`config.mk`:
```
export PLATFORM = sky130hd
export DESIGN_NAME = turnon_delay_ctrl
export DESIGN_NICKNAME = d
export VERILOG_FILES = /design/src/rtl/tdc_pkg.sv /design/src/rtl/tdc_tick_gen.sv /design/src/rtl/tdc_code_map.sv /design/src/rtl/tdc_sequencer.sv /design/src/rtl/turnon_delay_ctrl.sv
export SDC_FILE = /design/constraint.sdc
export NUM_CORES = 1
export LEC_CHECK = 0
export BUFFER_PORTS_ARGS = -buffer_cell sky130_fd_sc_hd__buf_2
export CORE_MARGIN = 2
export CORE_UTILIZATION = 64
export CTS_CLUSTER_SIZE = 10
export DETAILED_ROUTE_END_ITERATION = 12
export HOLD_SLACK_MARGIN = 0.02
export PLACE_DENSITY = 0.87
export SLEW_MARGIN = 10
export SYNTH_ARGS = -nofsm -noshare
export SYNTH_HDL_FRONTEND = slang
export SYNTH_SLANG_ARGS = --single-unit
```
`constraint.sdc`:
```
create_clock -name clk -period 4.3 [get_ports clk]
set_clock_uncertainty 0.05 [all_clocks]
set_input_delay 0.86 -clock clk [delete_from_list [all_inputs] [get_ports clk]]
set_output_delay 0.86 -clock clk [all_outputs]
set_load 0.01 [all_outputs]
```
`src/rtl/tdc_pkg.sv`:
```
package tdc_pkg;

    // Output source selection, highest priority first in tdc_pick_mode.
    typedef enum logic [1:0] {
        TDC_SERIAL = 2'd0,
        TDC_DIRECT = 2'd1,
        TDC_SAFE   = 2'd2
    } tdc_mode_e;

    function automatic tdc_mode_e tdc_pick_mode(input logic safe, input logic direct);
        if (safe) begin
            return TDC_SAFE;
        end else if (direct) begin
            return TDC_DIRECT;
        end
        return TDC_SERIAL;
    endfunction

endpackage

```
`src/rtl/tdc_tick_gen.sv`:
```
module tdc_tick_gen #(
    parameter int TICK_CYCLES = 200000
) (
    input  logic clk,
    input  logic rst_n,
    input  logic restart,
    output logic tick
);
    localparam int PRE_W = (TICK_CYCLES > 1) ? $clog2(TICK_CYCLES) : 1;
    localparam logic [PRE_W-1:0] PRE_LAST = PRE_W'(TICK_CYCLES - 1);

    typedef struct packed {
        logic [PRE_W-1:0] pre;
    } tick_st_t;

    tick_st_t st_d, st_q;

    always_comb begin
        st_d = st_q;
        tick = 1'b0;
        if (restart) begin
            st_d.pre = '0;
        end else if (st_q.pre == PRE_LAST) begin
            st_d.pre = '0;
            tick     = 1'b1;
        end else begin
            st_d.pre = st_q.pre + PRE_W'(1);
        end
    end

    always_ff @(posedge clk or negedge rst_n) begin
        if (!rst_n) begin
            st_q <= '0;
        end else begin
            st_q <= st_d;
        end
    end


    pre_range_chk: assert property (@(posedge clk) disable iff (!rst_n)
        st_q.pre <= PRE_LAST);


    restart_clear_chk: assert property (@(posedge clk) disable iff (!rst_n)
        restart |=> (st_q.pre == '0));

endmodule

```
`src/rtl/tdc_code_map.sv`:
```
module tdc_code_map #(
    parameter int CODE_W     = 3,
    parameter int STEP_TICKS = 75,
    parameter int TGT_W      = 10
) (
    input  logic [CODE_W-1:0] code,
    output logic [TGT_W-1:0]  target
);
    localparam int NUM_CODES = 1 << CODE_W;

    logic [TGT_W-1:0] lut [NUM_CODES];

    for (genvar g = 0; g < NUM_CODES; g++) begin : g_step
        assign lut[g] = TGT_W'(g * STEP_TICKS);
    end

    assign target = lut[code];

endmodule

```
`src/rtl/tdc_sequencer.sv`:
```
module tdc_sequencer #(
    parameter int TGT_W = 10
) (
    input  logic             clk,
    input  logic             rst_n,
    input  logic             req,
    input  logic [TGT_W-1:0] target_in,
    input  logic             tick,
    output logic             restart,
    output logic             on_nxt
);
    typedef struct packed {
        logic             prev;
        logic             pending;
        logic             on;
        logic [TGT_W-1:0] tgt;
        logic [TGT_W-1:0] cnt;
    } seq_st_t;

    seq_st_t st_d, st_q;
    logic    rise;

    assign rise    = req & ~st_q.prev;
    assign restart = rise;
    assign on_nxt  = st_d.on;

    always_comb begin
        st_d      = st_q;
        st_d.prev = req;
        if (!req) begin
            st_d.pending = 1'b0;
            st_d.on      = 1'b0;
            st_d.cnt     = '0;
        end else if (rise) begin
            st_d.cnt = '0;
            st_d.tgt = target_in;
            if (target_in == '0) begin
                st_d.on      = 1'b1;
                st_d.pending = 1'b0;
            end else begin
                st_d.on      = 1'b0;
                st_d.pending = 1'b1;
            end
        end else if (st_q.pending && tick) begin
            if (st_q.cnt + TGT_W'(1) == st_q.tgt) begin
                st_d.pending = 1'b0;
                st_d.on      = 1'b1;
                st_d.cnt     = '0;
            end else begin
                st_d.cnt = st_q.cnt + TGT_W'(1);
            end
        end
    end

    always_ff @(posedge clk or negedge rst_n) begin
        if (!rst_n) begin
            st_q <= '0;
        end else begin
            st_q <= st_d;
        end
    end


    zero_code_chk: assert property (@(posedge clk) disable iff (!rst_n)
        (rise && target_in == '0) |=> st_q.on);


    held_off_chk: assert property (@(posedge clk) disable iff (!rst_n)
        (rise && target_in != '0) |=> (st_q.pending && !st_q.on));


    cancel_chk: assert property (@(posedge clk) disable iff (!rst_n)
        !req |=> (!st_q.on && !st_q.pending));


    frozen_target_chk: assert property (@(posedge clk) disable iff (!rst_n)
        (st_q.pending && req && !rise) |=> $stable(st_q.tgt));


    count_bound_chk: assert property (@(posedge clk) disable iff (!rst_n)
        st_q.pending |-> (st_q.cnt < st_q.tgt));

endmodule

```
`src/rtl/turnon_delay_ctrl.sv`:
```
module turnon_delay_ctrl
    import tdc_pkg::*;
#(
    parameter int               TICK_CYCLES = 200000,
    parameter int               STEP_TICKS  = 75,
    parameter int               CODE_W      = 3,
    parameter int               ADDR_W      = 4,
    parameter int               DATA_W      = 8,
    parameter logic [ADDR_W-1:0] DELAY_ADDR = 4'b0101
) (
    input  logic              clk,
    input  logic              rst_n,
    input  logic              cfg_we,
    input  logic [ADDR_W-1:0] cfg_addr,
    input  logic [DATA_W-1:0] cfg_data,
    input  logic              ser_req,
    input  logic              dir_sel,
    input  logic              dir_in,
    input  logic              fs_mode,
    input  logic              fs_req,
    output logic              out_en
);
    localparam int MAX_TICKS = ((1 << CODE_W) - 1) * STEP_TICKS;
    localparam int TGT_W     = (MAX_TICKS > 1) ? $clog2(MAX_TICKS + 1) : 1;

    typedef struct packed {
        logic [CODE_W-1:0] code;
        logic              out;
    } top_st_t;

    top_st_t          st_d, st_q;
    tdc_mode_e        mode;
    logic [TGT_W-1:0] target;
    logic             tick;
    logic             restart;
    logic             ser_on_nxt;
    logic             unused_cfg_hi;

    assign unused_cfg_hi = ^cfg_data[DATA_W-1:CODE_W];

    tdc_code_map #(
        .CODE_W     (CODE_W),
        .STEP_TICKS (STEP_TICKS),
        .TGT_W      (TGT_W)
    ) u_map (
        .code   (st_q.code),
        .target (target)
    );

    tdc_tick_gen #(
        .TICK_CYCLES (TICK_CYCLES)
    ) u_tick (
        .clk     (clk),
        .rst_n   (rst_n),
        .restart (restart),
        .tick    (tick)
    );

    tdc_sequencer #(
        .TGT_W (TGT_W)
    ) u_seq (
        .clk       (clk),
        .rst_n     (rst_n),
        .req       (ser_req),
        .target_in (target),
        .tick      (tick),
        .restart   (restart),
        .on_nxt    (ser_on_nxt)
    );

    assign mode = tdc_pick_mode(fs_mode, dir_sel);

    always_comb begin
        st_d = st_q;
        if (cfg_we && cfg_addr == DELAY_ADDR) begin
            st_d.code = cfg_data[CODE_W-1:0];
        end
        unique case (mode)
            TDC_SAFE:   st_d.out = fs_req;
            TDC_DIRECT: st_d.out = dir_in;
            default:    st_d.out = ser_on_nxt;
        endcase
    end

    always_ff @(posedge clk or negedge rst_n) begin
        if (!rst_n) begin
            st_q <= '0;
        end else begin
            st_q <= st_d;
        end
    end

    assign out_en = st_q.out;


    cfg_hold_chk: assert property (@(posedge clk) disable iff (!rst_n)
        !(cfg_we && cfg_addr == DELAY_ADDR) |=> $stable(st_q.code));


    serial_off_chk: assert property (@(posedge clk) disable iff (!rst_n)
        (!fs_mode && !dir_sel && !ser_req) |=> !out_en);


    direct_follow_chk: assert property (@(posedge clk) disable iff (!rst_n)
        (!fs_mode && dir_sel) |=> (out_en == $past(dir_in)));


    failsafe_chk: assert property (@(posedge clk) disable iff (!rst_n)
        fs_mode |=> (out_en == $past(fs_req)));

endmodule

```
==> flow_summary_export.csv, run 1 <==
group,metric,value,unit
grt,grt_use_total,0.2444,
floorplan,die-area,0.004368,mm^2
power,internal_power,0.0007356,W
synthesis,ys_types,39,
power,p_sw_frac,0.2839,
timing,fmax,357.9,MHz
placement,numPortBuffers,15,
clocking,cts-root-buf,"clkbuf_8",
clocking,cts_setup_buffers,0,
synthesis,synth_area_per_cell,9.276,um^2
floorplan,boundaryPins,21,
synthesis,syn_area,0.002467,mm^2
critical_path,worstPathArrival,2.92,ns
route,drt_iter0_drc,117,
critical_path,cp_max_fo,8,
power,irDropWorstVdd,0.3270,mV
clocking,clkSinkCount,45,
placement,placed_cell_area,0.002554,mm^2
placement,place.gp.congestion,0.8311,
synthesis,yosysWarningCount,0,
power,power_density,385.5,mW/mm^2
synthesis,synth-seq-area-share,0.4564,
finish,nets,304,
floorplan,core_area,0.003689,mm^2
clocking,cts_buffer_depth,2,
timing,slew_violations,0,
synthesis,synthCells,266,
route,drc,0,
critical_path,cp_data_required_time,4.43,ns
grt,grt_overflow,0,
timing,setup_violations,0,
placement,hpwl,3147,um
critical_path,cpPeakStageDelay,0.54,ns
route,vias,1899,
clocking,cts_max_level,2,
power,power_frac_seq,0.510,
critical_path,crit_path_end_kind,"flip-flop",
finish,final_common_cell,"dfrtp_1",
power,combPwrFrac,0.178,
route,wl,4530,um
grt,grt_max_degree,46,
timing,post-route-min-period,2.794,ns
synthesis,ys_seq_elements,45,
floorplan,num_rows,22,
finish,layout_common_cells,"45 x dfrtp_1, 32 x nand2_1, 29 x nor2_1, 25 x o21ai_0, 19 x nand3_1",
finish,area_delta_synth_final,8.012,%
finish,fin_cells,327,
placement,place_inst,319,
grt,grt_pass1_vias,1820,
finish,antennaDiodeCount,0,
finish,drive_gt1_frac,0.1075,
power,p_switching,0.0002917,W
route,ant_nets,0,
grt,grt_pass1_wl,8100,um
run,drv_cap,0,
critical_path,cp-start-kind,"flip-flop",
floorplan,initial_core_util,0.6689,
worst_hold_path,hold_path_class,"reg -> reg",
critical_path,worstPathCellList,"ha_1 > and3_2 > xnor2_1 > or4_1 > nor4_2 > and3_1 > nor4_1",
route,post_drt_wl_per_cell,13.85,um
outcome,status,"completed",
timing,period_share,0.6498,
power,clkPwrFrac,0.311,
critical_path,critPathKind,"reg -> reg",
grt,antenna_found_initial,0,
floorplan,die_w,66.09,um
critical_path,critPathSlowestCell,"or4_1",
synthesis,synthesis.nets,292,
clocking,cts_resized,0,
clocking,clkLatencyLatePin,0.30,ns
finish,postLayoutCellArea,0.002665,mm^2
timing,hold_viol,0,
floorplan,die_h,66.09,um
timing,setup_tns,0,ns
clocking,numCtsBuffers,5,
timing,tightest_slew,0.9848,ns
clocking,postCtsHoldBufs,0,
power,p_leak,1.149,nW
route,dr.pass1.iters,4,
route,drt-vias-per-instance,5.807,
clocking,clkTransAtPathRegs,0.08,ns
timing,rsz0062_at_grt,"false",
clocking,cts_tree,"yes",
timing,relSlewSlack,0.3434,
## worst max-delay path, delay by kind of cell (launching register included)
| kind | cells | cell delay [ns] |
|---|---|---|
| DFF | 1 | 0.47 |
| and+or+nand+nor | 5 | 1.68 |
| adders and majority gates | 1 | 0.33 |
| xor gates and xnor gates | 1 | 0.13 |
## layer usage
metal | share of wire | track usage | vias up
met2 | 0.47 | 0.3850 | 38
met1 | 0.48 | 0.3387 | 905
met4 | 0.011 | 0.07143 | 0
li1 | - | - | 950
met5 | 0 | 0 | -
met3 | 0.039 | 0.05792 | 6
## flip-flops by register name, summed over array words and instances, names as in the netlist
| signal | flops |
|---|---|
| u_tick.st_q | 18 |
| u_seq.st_q | 23 |
| st_q | 3 |
| out_en | 1 |
## per-stage QoR
stage	setup slack, ns	util	hold WS, ns	power (W)
6_report	1.506	0.7225	0.4586	0.001027
5_1_grt	1.408	0.7225	0.4841	0.001080
4_1_cts	1.524	0.7225	0.4642	0.001032
3_5_place_dp	1.544	0.6923	0.4441	0.0007153
3_3_place_gp	1.575	0.6923	0.4360	0.0007057
2_1_floorplan	1.887	-	0.4083	0.0006627
## cell usage after synthesis, drive strengths merged
cell type | count | share of area
and3 | 10 | 0.026
a311o | 1 | 0.0041
o2bb2ai | 1 | 0.0036
ha | 6 | 0.030
dfrtp | 45 | 0.46
xor2 | 14 | 0.050
nand4b | 2 | 0.0071
nor2 | 29 | 0.044
a21oi | 2 | 0.0041
a2111oi | 1 | 0.0061
xnor2 | 18 | 0.064
nor4b | 1 | 0.0036
a41o | 1 | 0.0041
nand4 | 6 | 0.015
o221ai | 1 | 0.0036
mux2i | 5 | 0.020
o21ai | 25 | 0.051
or2 | 1 | 0.0025
nand2 | 32 | 0.049
a31oi | 1 | 0.0025
nand2b | 2 | 0.0051
mux2 | 2 | 0.0091
o32a | 1 | 0.0041
o22ai | 2 | 0.0051
clkbuf | 7 | 0.011
and4 | 2 | 0.0071
and2 | 2 | 0.0051
buf | 4 | 0.014
nand3 | 19 | 0.039
inv | 6 | 0.0091
nor4 | 6 | 0.018
nor4bb | 2 | 0.0081
nor2b | 1 | 0.0025
or4 | 1 | 0.0030
nor3 | 7 | 0.014
## layout make-up
cell class                 count  area, um^2
sequential                    45        1126
tap                           48       60.06
fill                         259        1023
timing repair buffer          16       82.58
multi-input combinational    204        1262
clock inverter                 2       38.79
inverter                       6       22.52
clock buffer                   6       72.57
## kinds of logic after synthesis
| logic type | Yosys count | synth area share |
|---|---|---|
| AND/OR/NAND/NOR | 123 | 0.2485 |
| buffers and inverters | 17 | 0.03398 |
| flip-flops | 45 | 0.4564 |
| AO/OA/AOI/OAI | 36 | 0.08773 |
| XOR/XNOR | 32 | 0.1136 |
| multiplexers | 7 | 0.02941 |
| adder cells (fa/ha/maj) | 6 | 0.03043 |
## power by group through the flow
| stage | logic, W | registers, W | clock network [W] |
|---|---|---|---|
| finish | 0.000183 | 0.000524 | 0.000320 |
| global route | 0.000208 | 0.000531 | 0.000341 |
| CTS | 0.000184 | 0.000524 | 0.000324 |
| detailed placement | 0.000183 | 0.000533 | 0 |
| global placement | 0.000176 | 0.000530 | 0 |
| floorplan | 0.000147 | 0.000515 | 0 |
## final timing paths
path                                start  cells after the start  slack (ns)         endpoint
max in group asynchronous           rst_n                      1        2.92  u_tick.st_q[10]
min                        u_seq.st_q[14]                      2        0.46   u_seq.st_q[14]
max                         u_seq.st_q[0]                      7        1.51    u_seq.st_q[8]
max reg2reg                 u_seq.st_q[0]                      7        1.51    u_seq.st_q[8]
min reg2reg                u_seq.st_q[14]                      2        0.46   u_seq.st_q[14]
min in group asynchronous           rst_n                      1        0.65  u_tick.st_q[14]
(Power assumes the default switching activity.)
==> inputs of run 2 (changes only) <==
--- a/config.mk
+++ b/config.mk
@@ -7,11 +7,11 @@
 export LEC_CHECK = 0
 export BUFFER_PORTS_ARGS = -buffer_cell sky130_fd_sc_hd__buf_2
 export CORE_MARGIN = 2
-export CORE_UTILIZATION = 64
+export CORE_UTILIZATION = 59
 export CTS_CLUSTER_SIZE = 10
 export DETAILED_ROUTE_END_ITERATION = 12
 export HOLD_SLACK_MARGIN = 0.02
-export PLACE_DENSITY = 0.87
+export PLACE_DENSITY = 0.81
 export SLEW_MARGIN = 10
 export SYNTH_ARGS = -nofsm -noshare
 export SYNTH_HDL_FRONTEND = slang
==> constraint.sdc (replaced) <==
create_clock -name clk -period 2.8 [get_ports clk]
set_clock_uncertainty 0.05 [all_clocks]
set_input_delay 0.56 -clock clk [delete_from_list [all_inputs] [get_ports clk]]
set_output_delay 0.56 -clock clk [all_outputs]
set_load 0.01 [all_outputs]
==> run 2 against run 1 <==
Sequential share of layout area decreased by 0.14 points. Final cell count is 1.8% higher. Wire length shrank 1.1%. Global-route usage fell by 2.5 points. Critical path depth is the same. First-iteration DRC count is 18% higher. Critical path type unchanged. Highest routed layer unchanged.
==> flow_summary_export.csv, run 2 (synthesis gave the netlist of run 1 again) <==
group,metric,value,unit
finish,nFillCells,327,
timing,layout_setup_ws,0.2345,ns
critical_path,cp_data_required_time,2.93,ns
floorplan,die_h,68.67,um
critical_path,path_depth,7,
finish,largest_reg_flops,23,
clocking,cts_setup_buffers,0,
placement,place.gp.congestion,0.7888,
clocking,clkSinkCount,45,
outcome,status,"completed",
floorplan,boundaryPins,21,
floorplan,die_w,68.67,um
placement,place_inst,325,
critical_path,critPathSlowestCell,"or4_1",
timing,slew_violations,0,
clocking,clkTransAtPathRegs,0.09,ns
grt,grt_pass1_vias,1664,
timing,setup_violations,0,
clocking,clkLatencyLatePin,0.30,ns
finish,drive_gt1_frac,0.1201,
grt,grt_overflow,0,
critical_path,cpPeakStageDelay,0.54,ns
critical_path,r2r_cells,7,
placement,hpwl,3196,um
grt,grt_use_total,0.2193,
timing,tightest_slew,0.5527,ns
route,drc,0,
floorplan,die-area,0.004716,mm^2
clocking,cts_tree,"yes",
route,drt-vias-per-instance,5.724,
finish,top_register,"u_seq.st_q",
route,drt_iter0_drc,138,
critical_path,startpoint,"u_seq.st_q[0]",
critical_path,cp-endpoint,"u_seq.st_q[6]",
clocking,cts_max_level,2,
floorplan,core_area,0.004000,mm^2
finish,reg_top3,"u_seq.st_q (23), u_tick.st_q (18), st_q (3)",
critical_path,reg2reg_to,"u_seq.st_q[6]",
critical_path,crit_buf_inv,0,
placement,numPortBuffers,15,
critical_path,cp-start-kind,"flip-flop",
grt,grt_max_degree,24,
finish,antennaDiodeCount,0,
power,total_power,0.001495,W
route,vias,1906,
worst_hold_path,hold_path_class,"in -> async",
critical_path,worstPathCellList,"ha_1 > and3_2 > xnor2_1 > or4_1 > nor4_2 > and3_1 > nor4_1",
grt,grt_pass1_wl,7700,um
critical_path,worstPathArrival,2.69,ns
critical_path,crit_path_end_kind,"flip-flop",
timing,fmax,389.8,MHz
timing,rsz0062_at_grt,"false",
timing,setup_tns,0,ns
critical_path,crit_family,"simple AND/OR/NAND/NOR gates",
floorplan,initial_core_util,0.6168,
timing,hold_viol,0,
clocking,cts-root-buf,"clkbuf_8",
clocking,postCtsHoldBufs,0,
grt,antenna_found_initial,0,
finish,layout_common_cells,"45 x dfrtp_1, 32 x nand2_1, 29 x nor2_1, 25 x o21ai_0, 19 x nand3_1",
finish,nets,308,
critical_path,cp_max_fo,8,
route,wl,4482,um
power,p_leak,1.151,nW
placement,dp_slack,0.3072,ns
route,dr.pass1.iters,4,
timing,period_share,0.9163,
finish,area_delta_synth_final,8.367,%
clocking,cts_resized,0,
critical_path,ff2ff_setup_slack,0.23,ns
power,irDropWorstVdd,0.4907,mV
route,ant_nets,0,
critical_path,critPathKind,"reg -> reg",
finish,fin_cells,333,
route,post_drt_wl_per_cell,13.46,um
clocking,cts_buffer_depth,2,
timing,post-route-min-period,2.566,ns
floorplan,num_rows,23,
power,power_density,559.0,mW/mm^2
clocking,numCtsBuffers,5,
finish,multiInputGateArea,0.001262,mm^2
finish,final-seq-area,0.001126,mm^2
finish,final_common_cell,"dfrtp_1",
critical_path,rr_startpoint,"u_seq.st_q[0]",
run,drv_cap,0,
timing,relSlewSlack,0.6306,
-- run 2: changes by cell type in the layout (fill, tap and decap cells not counted) --
cell        before  now
buf_4            1    5
bufinv_16        1    0
clkinv_4         1    0
clkinvlp_4       0    2
-- run 2: cell type report --
| type | count | area share |
|---|---|---|
| Clock inverter | 2 | 0.005615 |
| Timing Repair Buffer | 20 | 0.04212 |
| Sequential cell | 45 | 0.4212 |
| Tap cell | 50 | 0.02340 |
| Clock buffer | 6 | 0.02714 |
| Multi-Input combinational cell | 204 | 0.4722 |
| Inverter | 6 | 0.008423 |
-- run 2: metrics by stage --
stage          instance area (um^2)  utilization  hold slack [ns]
6_report                       2674       0.6684           0.1659
5_1_grt                        2674       0.6684           0.2152
4_1_cts                        2674       0.6684           0.1810
3_5_place_dp                   2586       0.6465           0.4419
3_3_place_gp                   2586       0.6465           0.4374
2_1_floorplan                  2467            -           0.2144
-- run 2: worst min-delay path by stage --
stage                        start             end  slack, ns  cells past startpoint
floorplan                    rst_n          out_en       0.21                      0
global placement    u_seq.st_q[10]  u_seq.st_q[10]       0.44                      2
detailed placement  u_seq.st_q[19]  u_seq.st_q[19]       0.44                      2
CTS                          rst_n  u_tick.st_q[4]       0.18                      1
global route                 rst_n  u_tick.st_q[4]       0.22                      1
finish                       rst_n  u_tick.st_q[4]       0.17                      1
-- run 2: metal layers --
layer	part of all wire	track usage
met1	0.48	0.3175
met5	0	0
met2	0.46	0.3197
met4	0.018	0.07750
met3	0.044	0.05357
-- run 2: worst reg2reg max path: stages, from the launching register on --
cell and delay (ns):
dfrtp_1 0.46, ha_1 0.24, and3_2 0.24, xnor2_1 0.12, or4_1 0.54, nor4_2 0.25, and3_1 0.42, nor4_1 0.12
-- run 2: where the power goes --
| part | switching (W) | total [W] | internal, W |
|---|---|---|---|
| combinational | 0.000144 | 0.000286 | 0.000142 |
| clock | 0.000225 | 0.000401 | 0.000176 |
| sequential | 0.0000828 | 0.000807 | 0.000725 |
